--- config.mk ---
export PLATFORM = sky130hd
export DESIGN_NAME = fetch_line_requester
export DESIGN_NICKNAME = d
export VERILOG_FILES = /design/src/rtl/fetch_line_pkg.sv /design/src/rtl/fl_line_store.sv /design/src/rtl/fl_retry_slot.sv /design/src/rtl/fl_thread_ctl.sv /design/src/rtl/fetch_line_requester.sv
export SDC_FILE = /design/constraint.sdc
export NUM_CORES = 1
export LEC_CHECK = 0
export BUFFER_PORTS_ARGS = -buffer_cell sky130_fd_sc_hd__buf_2
export CAP_MARGIN = 20
export CORE_ASPECT_RATIO = 0.7
export CORE_MARGIN = 3
export CORE_UTILIZATION = 35
export DETAILED_ROUTE_END_ITERATION = 10
export GPL_ROUTABILITY_DRIVEN = 0
export PLACE_DENSITY = 0.56
export SYNTH_ARGS = -nofsm -noshare
export SYNTH_HDL_FRONTEND = slang
export SYNTH_SLANG_ARGS = --single-unit
--- constraint.sdc ---
create_clock -name clk -period 2.7 [get_ports clk]
set_input_delay 0.54 -clock clk [delete_from_list [all_inputs] [get_ports clk]]
set_output_delay 0.54 -clock clk [all_outputs]
set_load 0.02 [all_outputs]
--- src/rtl/fetch_line_pkg.sv ---
package fetch_line_pkg;

  typedef enum logic [1:0] {
    TS_READY      = 2'd0,
    TS_WAIT_RETRY = 2'd1,
    TS_WAIT_RSP   = 2'd2
  } thr_state_e;

  // lookups at word-aligned PCs stall while an interrupt is waiting
  function automatic logic intr_hold(input logic pend, input logic [1:0] pc_lo);
    return pend && (pc_lo == 2'b00);
  endfunction

endpackage

--- src/rtl/fl_line_store.sv ---
module fl_line_store #(
  parameter int NUM_THREADS = 2,
  parameter int ADDR_W      = 32,
  parameter int LINE_W      = 128,
  parameter int TID_W       = 1
) (
  input  logic                                 clk,
  input  logic                                 rst_n,
  input  logic                                 inv_en,
  input  logic [TID_W-1:0]                     inv_tid,
  input  logic [ADDR_W-1:0]                    inv_addr,
  input  logic                                 fill_en,
  input  logic [TID_W-1:0]                     fill_tid,
  input  logic [LINE_W-1:0]                    fill_data,
  output logic [NUM_THREADS-1:0][ADDR_W-1:0]   tag_o,
  output logic [NUM_THREADS-1:0]               valid_o,
  output logic [NUM_THREADS-1:0][LINE_W-1:0]   data_o
);

  for (genvar t = 0; t < NUM_THREADS; t++) begin : g_buf
    logic inv_here, fill_here;
    assign inv_here  = inv_en  && (inv_tid  == TID_W'(t));
    assign fill_here = fill_en && (fill_tid == TID_W'(t));

    always_ff @(posedge clk) begin
      if (!rst_n) begin
        tag_o[t]   <= '0;
        valid_o[t] <= 1'b0;
        data_o[t]  <= '0;
      end else if (inv_here) begin
        tag_o[t]   <= inv_addr;
        valid_o[t] <= 1'b0;
      end else if (fill_here) begin
        data_o[t]  <= fill_data;
        valid_o[t] <= 1'b1;
      end
    end
  end

endmodule

--- src/rtl/fl_retry_slot.sv ---
module fl_retry_slot #(
  parameter int ADDR_W = 32,
  parameter int TID_W  = 1,
  parameter int RTAG_W = 4
) (
  input  logic              clk,
  input  logic              rst_n,
  input  logic              load,
  input  logic [ADDR_W-1:0] load_addr,
  input  logic [TID_W-1:0]  load_tid,
  input  logic [RTAG_W-1:0] load_rtag,
  input  logic              drop,
  input  logic              port_ready,
  output logic              held,
  output logic              blocked,
  output logic [ADDR_W-1:0] addr,
  output logic [TID_W-1:0]  tid,
  output logic [RTAG_W-1:0] rtag
);

  logic grant;
  // a ready port while blocked either takes the held request or finds the slot empty
  assign grant = blocked && port_ready;

  always_ff @(posedge clk) begin
    if (!rst_n) begin
      held    <= 1'b0;
      blocked <= 1'b0;
      addr    <= '0;
      tid     <= '0;
      rtag    <= '0;
    end else if (load) begin
      held    <= 1'b1;
      blocked <= 1'b1;
      addr    <= load_addr;
      tid     <= load_tid;
      rtag    <= load_rtag;
    end else begin
      if (grant || drop) held <= 1'b0;
      if (grant)         blocked <= 1'b0;
    end
  end

endmodule

--- src/rtl/fl_thread_ctl.sv ---
module fl_thread_ctl
  import fetch_line_pkg::*;
#(
  parameter int RTAG_W = 4
) (
  input  logic              clk,
  input  logic              rst_n,
  input  logic              issue,
  input  logic              issue_ok,
  input  logic              issue_bad,
  input  logic              retry_ok,
  input  logic              squash,
  input  logic              rsp_ok,
  output thr_state_e        state_o,
  output logic [RTAG_W-1:0] rtag_o,
  output logic              fault_o
);

  always_ff @(posedge clk) begin
    if (!rst_n) begin
      state_o <= TS_READY;
      rtag_o  <= '0;
      fault_o <= 1'b0;
    end else begin
      if (issue) rtag_o <= rtag_o + RTAG_W'(1);
      if (squash) begin
        state_o <= TS_READY;
        fault_o <= 1'b0;
      end else if (issue) begin
        if (issue_ok)       state_o <= TS_WAIT_RSP;
        else if (issue_bad) state_o <= TS_READY;
        else                state_o <= TS_WAIT_RETRY;
        fault_o <= !issue_ok && issue_bad;
      end else if (retry_ok) begin
        state_o <= TS_WAIT_RSP;
      end else if (rsp_ok) begin
        state_o <= TS_READY;
      end
    end
  end

endmodule

--- src/rtl/fetch_line_requester.sv ---
module fetch_line_requester
  import fetch_line_pkg::*;
#(
  parameter int NUM_THREADS = 2,
  parameter int ADDR_W      = 32,
  parameter int LINE_BYTES  = 16,
  parameter int RTAG_W      = 4,
  localparam int TID_W      = (NUM_THREADS > 1) ? $clog2(NUM_THREADS) : 1,
  localparam int LINE_W     = LINE_BYTES * 8
) (
  input  logic                     clk,
  input  logic                     rst_n,
  input  logic                     switched_out,
  input  logic                     intr_pending,
  input  logic                     fetch_valid,
  input  logic [TID_W-1:0]         fetch_tid,
  input  logic [ADDR_W-1:0]        fetch_pc,
  output logic                     fetch_hit,
  output logic                     fetch_gated,
  output logic [LINE_W-1:0]        fetch_line,
  input  logic                     squash_valid,
  input  logic [TID_W-1:0]         squash_tid,
  output logic                     mem_req_valid,
  output logic [ADDR_W-1:0]        mem_req_addr,
  output logic [TID_W-1:0]         mem_req_tid,
  output logic [RTAG_W-1:0]        mem_req_rtag,
  input  logic                     mem_req_ready,
  input  logic                     mem_req_bad,
  input  logic                     mem_rsp_valid,
  input  logic [TID_W-1:0]         mem_rsp_tid,
  input  logic [RTAG_W-1:0]        mem_rsp_rtag,
  input  logic [LINE_W-1:0]        mem_rsp_data,
  output logic                     cache_blocked,
  output logic [2*NUM_THREADS-1:0] thread_state,
  output logic [NUM_THREADS-1:0]   line_valid,
  output logic [NUM_THREADS-1:0]   thread_fault,
  output logic                     rsp_dropped
);

  localparam logic [ADDR_W-1:0] OFF_MASK = ADDR_W'(LINE_BYTES - 1);

  function automatic logic [ADDR_W-1:0] line_base(input logic [ADDR_W-1:0] pc);
    return pc & ~OFF_MASK;
  endfunction

  // named internal events
  logic                                issue_new, retry_send, retry_acc, rsp_accept;
  logic                                lookup_ok, squash_fetch_thr, squash_slot_thr;
  logic [ADDR_W-1:0]                   aligned_pc;
  thr_state_e                          st     [NUM_THREADS];
  logic [RTAG_W-1:0]                   rtag   [NUM_THREADS];
  logic [NUM_THREADS-1:0][ADDR_W-1:0]  buf_tag;
  logic [NUM_THREADS-1:0][LINE_W-1:0]  buf_data;
  logic                                slot_held;
  logic [ADDR_W-1:0]                   slot_addr;
  logic [TID_W-1:0]                    slot_tid;
  logic [RTAG_W-1:0]                   slot_rtag;
  logic [RTAG_W-1:0]                   new_rtag;

  assign aligned_pc       = line_base(fetch_pc);
  assign squash_fetch_thr = squash_valid && (squash_tid == fetch_tid);
  assign squash_slot_thr  = squash_valid && (squash_tid == slot_tid);

  assign fetch_gated = fetch_valid &&
                       (cache_blocked || switched_out || intr_hold(intr_pending, fetch_pc[1:0]));
  assign lookup_ok   = fetch_valid && !fetch_gated && (st[fetch_tid] == TS_READY) && !squash_fetch_thr;
  assign fetch_hit   = lookup_ok && line_valid[fetch_tid] && (buf_tag[fetch_tid] == aligned_pc);
  assign issue_new   = lookup_ok && !fetch_hit;
  assign fetch_line  = buf_data[fetch_tid];
  assign new_rtag    = rtag[fetch_tid] + RTAG_W'(1);

  assign retry_send = cache_blocked && slot_held && !squash_slot_thr;
  assign retry_acc  = retry_send && mem_req_ready;

  assign mem_req_valid = issue_new || retry_send;
  assign mem_req_addr  = retry_send ? slot_addr : aligned_pc;
  assign mem_req_tid   = retry_send ? slot_tid  : fetch_tid;
  assign mem_req_rtag  = retry_send ? slot_rtag : new_rtag;

  assign rsp_accept  = mem_rsp_valid && (st[mem_rsp_tid] == TS_WAIT_RSP) &&
                       (mem_rsp_rtag == rtag[mem_rsp_tid]) &&
                       !(squash_valid && (squash_tid == mem_rsp_tid));
  assign rsp_dropped = mem_rsp_valid && !rsp_accept;

  fl_line_store #(
    .NUM_THREADS(NUM_THREADS), .ADDR_W(ADDR_W), .LINE_W(LINE_W), .TID_W(TID_W)
  ) u_store (
    .clk(clk), .rst_n(rst_n),
    .inv_en(issue_new), .inv_tid(fetch_tid), .inv_addr(aligned_pc),
    .fill_en(rsp_accept), .fill_tid(mem_rsp_tid), .fill_data(mem_rsp_data),
    .tag_o(buf_tag), .valid_o(line_valid), .data_o(buf_data)
  );

  fl_retry_slot #(.ADDR_W(ADDR_W), .TID_W(TID_W), .RTAG_W(RTAG_W)) u_slot (
    .clk(clk), .rst_n(rst_n),
    .load(issue_new && !mem_req_ready && !mem_req_bad),
    .load_addr(aligned_pc), .load_tid(fetch_tid), .load_rtag(new_rtag),
    .drop(squash_slot_thr), .port_ready(mem_req_ready),
    .held(slot_held), .blocked(cache_blocked),
    .addr(slot_addr), .tid(slot_tid), .rtag(slot_rtag)
  );

  for (genvar t = 0; t < NUM_THREADS; t++) begin : g_thr
    fl_thread_ctl #(.RTAG_W(RTAG_W)) u_ctl (
      .clk(clk), .rst_n(rst_n),
      .issue(issue_new && (fetch_tid == TID_W'(t))),
      .issue_ok(mem_req_ready),
      .issue_bad(mem_req_bad),
      .retry_ok(retry_acc && (slot_tid == TID_W'(t))),
      .squash(squash_valid && (squash_tid == TID_W'(t))),
      .rsp_ok(rsp_accept && (mem_rsp_tid == TID_W'(t))),
      .state_o(st[t]), .rtag_o(rtag[t]), .fault_o(thread_fault[t])
    );
    assign thread_state[2*t +: 2] = st[t];
  end

endmodule

==> flow_results.xml <==
<?xml version="1.0" encoding="UTF-8"?>
<metrics>
  <group name="floorplan">
    <metric name="die-height" unit="um">185</metric>
    <metric name="coreArea" unit="sq um">44400</metric>
    <metric name="fp.dieArea" unit="sq um">48400</metric>
    <metric name="fp.dieW" unit="um">262</metric>
    <metric name="floorplan.initialDensity" unit="%">36.0</metric>
    <metric name="core.rowCount" unit="">64</metric>
    <metric name="design.portCount" unit="">354</metric>
  </group>
  <group name="cts">
    <metric name="clk_pin_slew_worst_paths" unit="ns">0.06</metric>
    <metric name="cts_tree" unit="">yes</metric>
    <metric name="postCtsHoldBufs" unit="">0</metric>
    <metric name="cts_max_level" unit="">2</metric>
    <metric name="cts_buffers" unit="">39</metric>
    <metric name="clk-insertion-delay-late" unit="ns">0.53</metric>
    <metric name="root_buffer" unit="">clkbuf_16</metric>
    <metric name="cts_sinks" unit="">363</metric>
    <metric name="cts.path.max_buffers" unit="">3</metric>
  </group>
  <group name="drt">
    <metric name="routed_wire_length_per_instance" unit="um">16.8</metric>
    <metric name="viasPerCell" unit="">4.91</metric>
    <metric name="met2WireLength" unit="um">21500</metric>
    <metric name="detail_route.drc_violations" unit="">0</metric>
    <metric name="route.vias.total" unit="">14000</metric>
    <metric name="route.met3.wl" unit="um">3250</metric>
    <metric name="drtIter0Drc" unit="">748</metric>
    <metric name="wirelength" unit="um">47900</metric>
    <metric name="final_antenna_net_count" unit="">0</metric>
    <metric name="dr.pass1.iters" unit="">7</metric>
    <metric name="topRoutingLayerUsed" unit="">met5</metric>
    <metric name="drt-met1-wl" unit="um">22000</metric>
  </group>
  <group name="min_path">
    <metric name="worst_hold_path.num_cells" unit="">3</metric>
    <metric name="holdCritStartpoint" unit="">mem_rsp_data[126]</metric>
    <metric name="whs_endpoint" unit="">u_store.data_o[126]</metric>
    <metric name="worstHoldPathType" unit="">in -&gt; reg</metric>
  </group>
  <group name="timing">
    <metric name="fin_worst_skew" unit="ns">0.0230</metric>
    <metric name="relSlewSlack" unit="%">59.5</metric>
    <metric name="min_period" unit="ns">2.75</metric>
    <metric name="worst_tran_pin_value" unit="ns">0.599</metric>
    <metric name="final_max_slew_viol_count" unit="">0</metric>
    <metric name="holdWs" unit="ns">0.267</metric>
    <metric name="fmax" unit="GHz">0.364</metric>
    <metric name="post-route-worst-setup-slack" unit="ns">-0.0488</metric>
    <metric name="final-hold-violation-count" unit="">0</metric>
    <metric name="setup_repair_after_global_routing_missed_its_margin" unit="">yes</metric>
    <metric name="period_share" unit="%">102</metric>
    <metric name="setup_violations" unit="">2</metric>
  </group>
  <group name="synth">
    <metric name="fraction_of_post_synthesis_cell_area_in_the_top_cell_type_by_area" unit="%">45.4</metric>
    <metric name="biggest_area_contributors_in_the_synthesized_netlist" unit="">dfxtp_1 (45%), nand2_1 (15%), a21boi_0 (12%)</metric>
    <metric name="async_flop_share" unit="%">0</metric>
    <metric name="synth_area_leader_cell" unit="">dfxtp_1</metric>
    <metric name="yosysSeqAreaShare" unit="%">45.4</metric>
    <metric name="syn-mean-instance-area" unit="sq um">8.42</metric>
    <metric name="ys_seq_elements" unit="">363</metric>
    <metric name="yosys_most_used_dff" unit="">dfxtp_1</metric>
    <metric name="ys_warn_count" unit="">0</metric>
    <metric name="post_synth_num_cell_types" unit="">45</metric>
    <metric name="mappedNetlistArea" unit="sq um">16000</metric>
    <metric name="yosys-top-cells-count" unit="">nand2_1 (656), dfxtp_1 (363), a21boi_0 (260)</metric>
    <metric name="post_synth_inst_count" unit="">1903</metric>
    <metric name="yosysMostFrequentCell" unit="">nand2_1</metric>
    <metric name="synth_enable_flop_cells" unit="">0</metric>
  </group>
  <group name="grt">
    <metric name="largest_net_degree_at_the_start_of_global_routing" unit="">111</metric>
    <metric name="grt_pass1_vias" unit="">13600</metric>
    <metric name="grt_antenna_before_repair" unit="">10</metric>
    <metric name="global_route.usage.total" unit="%">19.2</metric>
    <metric name="globalRouteOverflowTotal" unit="">0</metric>
    <metric name="grt_pass1_wl" unit="um">74900</metric>
  </group>
  <group name="power">
    <metric name="clock_power_share" unit="%">45.7</metric>
    <metric name="cellInternalPower" unit="uW">8730</metric>
    <metric name="swShare" unit="%">23.1</metric>
    <metric name="share_seq_of_total_power" unit="%">47.6</metric>
    <metric name="pwr_density_cell" unit="nW/um^2">564</metric>
    <metric name="p_leak" unit="uW">0.00808</metric>
    <metric name="switching_power" unit="uW">2620</metric>
    <metric name="share_comb_of_total_power" unit="%">6.7</metric>
    <metric name="vdd_drop_max" unit="V">0.000464</metric>
  </group>
  <group name="setup_path">
    <metric name="critical_path.most_common_cell" unit="">buf_4</metric>
    <metric name="worst-endpoint-arrival" unit="ns">2.21</metric>
    <metric name="crit_type" unit="">reg -&gt; out</metric>
    <metric name="critical_path_required" unit="ns">2.16</metric>
    <metric name="worst-r2r-cell-count" unit="">10</metric>
    <metric name="timing.critical_path.from_type" unit="">flop</metric>
    <metric name="timing.reg2reg.setup_slack" unit="ns">0.35</metric>
    <metric name="critical_path.slowest_cell" unit="">nor4_2</metric>
    <metric name="regToRegEndpoint" unit="">u_slot.addr[10]</metric>
    <metric name="cp_cell_sequence" unit="">mux2i_1, xor2_1, buf_4, buf_4, nand4b_1, nor4_2, buf_4</metric>
    <metric name="critPathCaptureType" unit="">output port</metric>
    <metric name="worstReg2RegStart" unit="">u_store.tag_o[61]</metric>
    <metric name="critical_path_peak_fanout" unit="">2</metric>
    <metric name="worst_stage_delay_on_the_critical_path" unit="ns">0.33</metric>
  </group>
  <group name="finish">
    <metric name="final.fill_count" unit="">4364</metric>
    <metric name="finish.net_count" unit="">2401</metric>
    <metric name="layout.area.seq" unit="sq um">7280</metric>
    <metric name="multi_input_area" unit="sq um">8150</metric>
    <metric name="final_layout_size_suffix_gt1_share" unit="%">28.6</metric>
    <metric name="flow.area_growth_from_synthesis" unit="%">25.6</metric>
  </group>
  <group name="status">
    <metric name="status" unit="">complete, but fails checks</metric>
    <metric name="violations_in_the_final_reports" unit="">negative setup slack</metric>
  </group>
  <group name="run">
    <metric name="cap_viol_max_count" unit="">0</metric>
  </group>
  <group name="placed_design">
    <metric name="place_worst_setup_slack" unit="ns">-0.206</metric>
    <metric name="dp.final_hpwl" unit="um">33200</metric>
    <metric name="port_buffers" unit="">347</metric>
  </group>
</metrics>
## flip-flops by register name (all words and copies together), names as in the netlist, 2 cells and up
name                 flops
g_thr.u_ctl.state_o      4
u_store.data_o         256
g_thr.u_ctl.rtag_o       8
u_slot.rtag              4
u_store.valid_o          2
u_slot.addr             28
g_thr.u_ctl.fault_o      2
u_store.tag_o           56
## cell families (layout without fill, tap and decap cells)
logic type                 Yosys count  count (layout)  share of synthesized area (%)
AOI/OAI and AO/OA                  378             378                           16.2
and+or+nand+nor                    798             798                           20.3
other                                1              11                         0.0234
muxes                              165             165                           11.3
adders and majority gates            3               3                          0.234
buffers and inverters              156             496                           4.40
DFF                                363             363                           45.4
xor gates and xnor gates            39              39                           2.13
## power by group through the flow
stage	Combinational, uW	Clock, uW	Sequential [uW]
3_5_place_dp	736	0	5520
5_1_grt	821	5580	5410
2_1_floorplan	393	0	5520
4_1_cts	754	5370	5410
6_report	758	5180	5410
3_3_place_gp	723	0	5520
## cells in the final DEF, fill, tap and decap left out, drive strengths merged, types with 8 or more instances in the layout
| cell type | n |
|---|---|
| mux2i | 36 |
| xor2 | 8 |
| nand2 | 656 |
| mux2 | 129 |
| buf | 426 |
| nor4 | 12 |
| nand3 | 95 |
| o21ai | 99 |
| xnor2 | 31 |
| a21boi | 263 |
| dfxtp | 363 |
| clkbuf | 55 |
## metal layers
layer / global-route usage, % / vias to the layer above
met5: 0 / -
met2: 30.2 / 301
met3: 4.78 / 79
li1: - / 6977
met1: 26.1 / 6609
met4: 5.76 / 6
## repair_timing
item                       4_1_cts  5_1_grt
buffers inserted                 2        2
setup endpoints to repair        5        8
gates cloned                     1        0
resized for setup               16       12
pin swaps                        5        4
## through the flow
step                      setup TNS, ns  area, sq um  utilization [%]  power (uW)  cells
after detailed placement         -16.80        18700             42.1        6260   2770
final                           -0.0763        20100             45.3       11300   2847
after global routing             -0.302        20100             45.3       11800   2846
after floorplan                       0        16000                -        5910   1906
after CTS                       -0.0788        20000             45.1       11500   2838
after global placement           -10.13        18700             42.1        6250   2770
## worst max-delay path: cells and delay by family, from the launching register on
| kind | cells | cell delay [ns] |
|---|---|---|
| xor gates and xnor gates | 1 | 0.31 |
| buffers and inverters | 3 | 0.46 |
| DFF | 1 | 0.31 |
| muxes | 1 | 0.16 |
| and+or+nand+nor | 2 | 0.45 |
## worst max path at each step
| stage | startpoint | endpoint | slack, ns |
|---|---|---|---|
| 6_report | u_store.tag_o[60] | fetch_hit | -0.05 |
| 5_1_grt | u_store.tag_o[20] | mem_req_valid | -0.12 |
| 4_1_cts | u_store.tag_o[6] | fetch_hit | -0.06 |
| 3_5_place_dp | fetch_tid | u_slot.addr[6] | -0.21 |
| 3_3_place_gp | fetch_tid | g_thr[0].u_ctl.fault_o | -0.15 |
| 2_1_floorplan | fetch_tid | fetch_line[100] | 0.07 |
## layout make-up
| type | instances | area share [%] |
|---|---|---|
| Multi-Input combinational cell | 1387 | 40.5 |
| Sequential cell | 363 | 36.2 |
| Timing Repair Buffer | 427 | 13.3 |
| Clock buffer | 55 | 5.60 |
| Tap cell | 594 | 3.69 |
| Clock inverter | 10 | 0.491 |
| Antenna cell | 7 | 0.0871 |
| Inverter | 4 | 0.0746 |
Power figures use the tool's default switching activity.
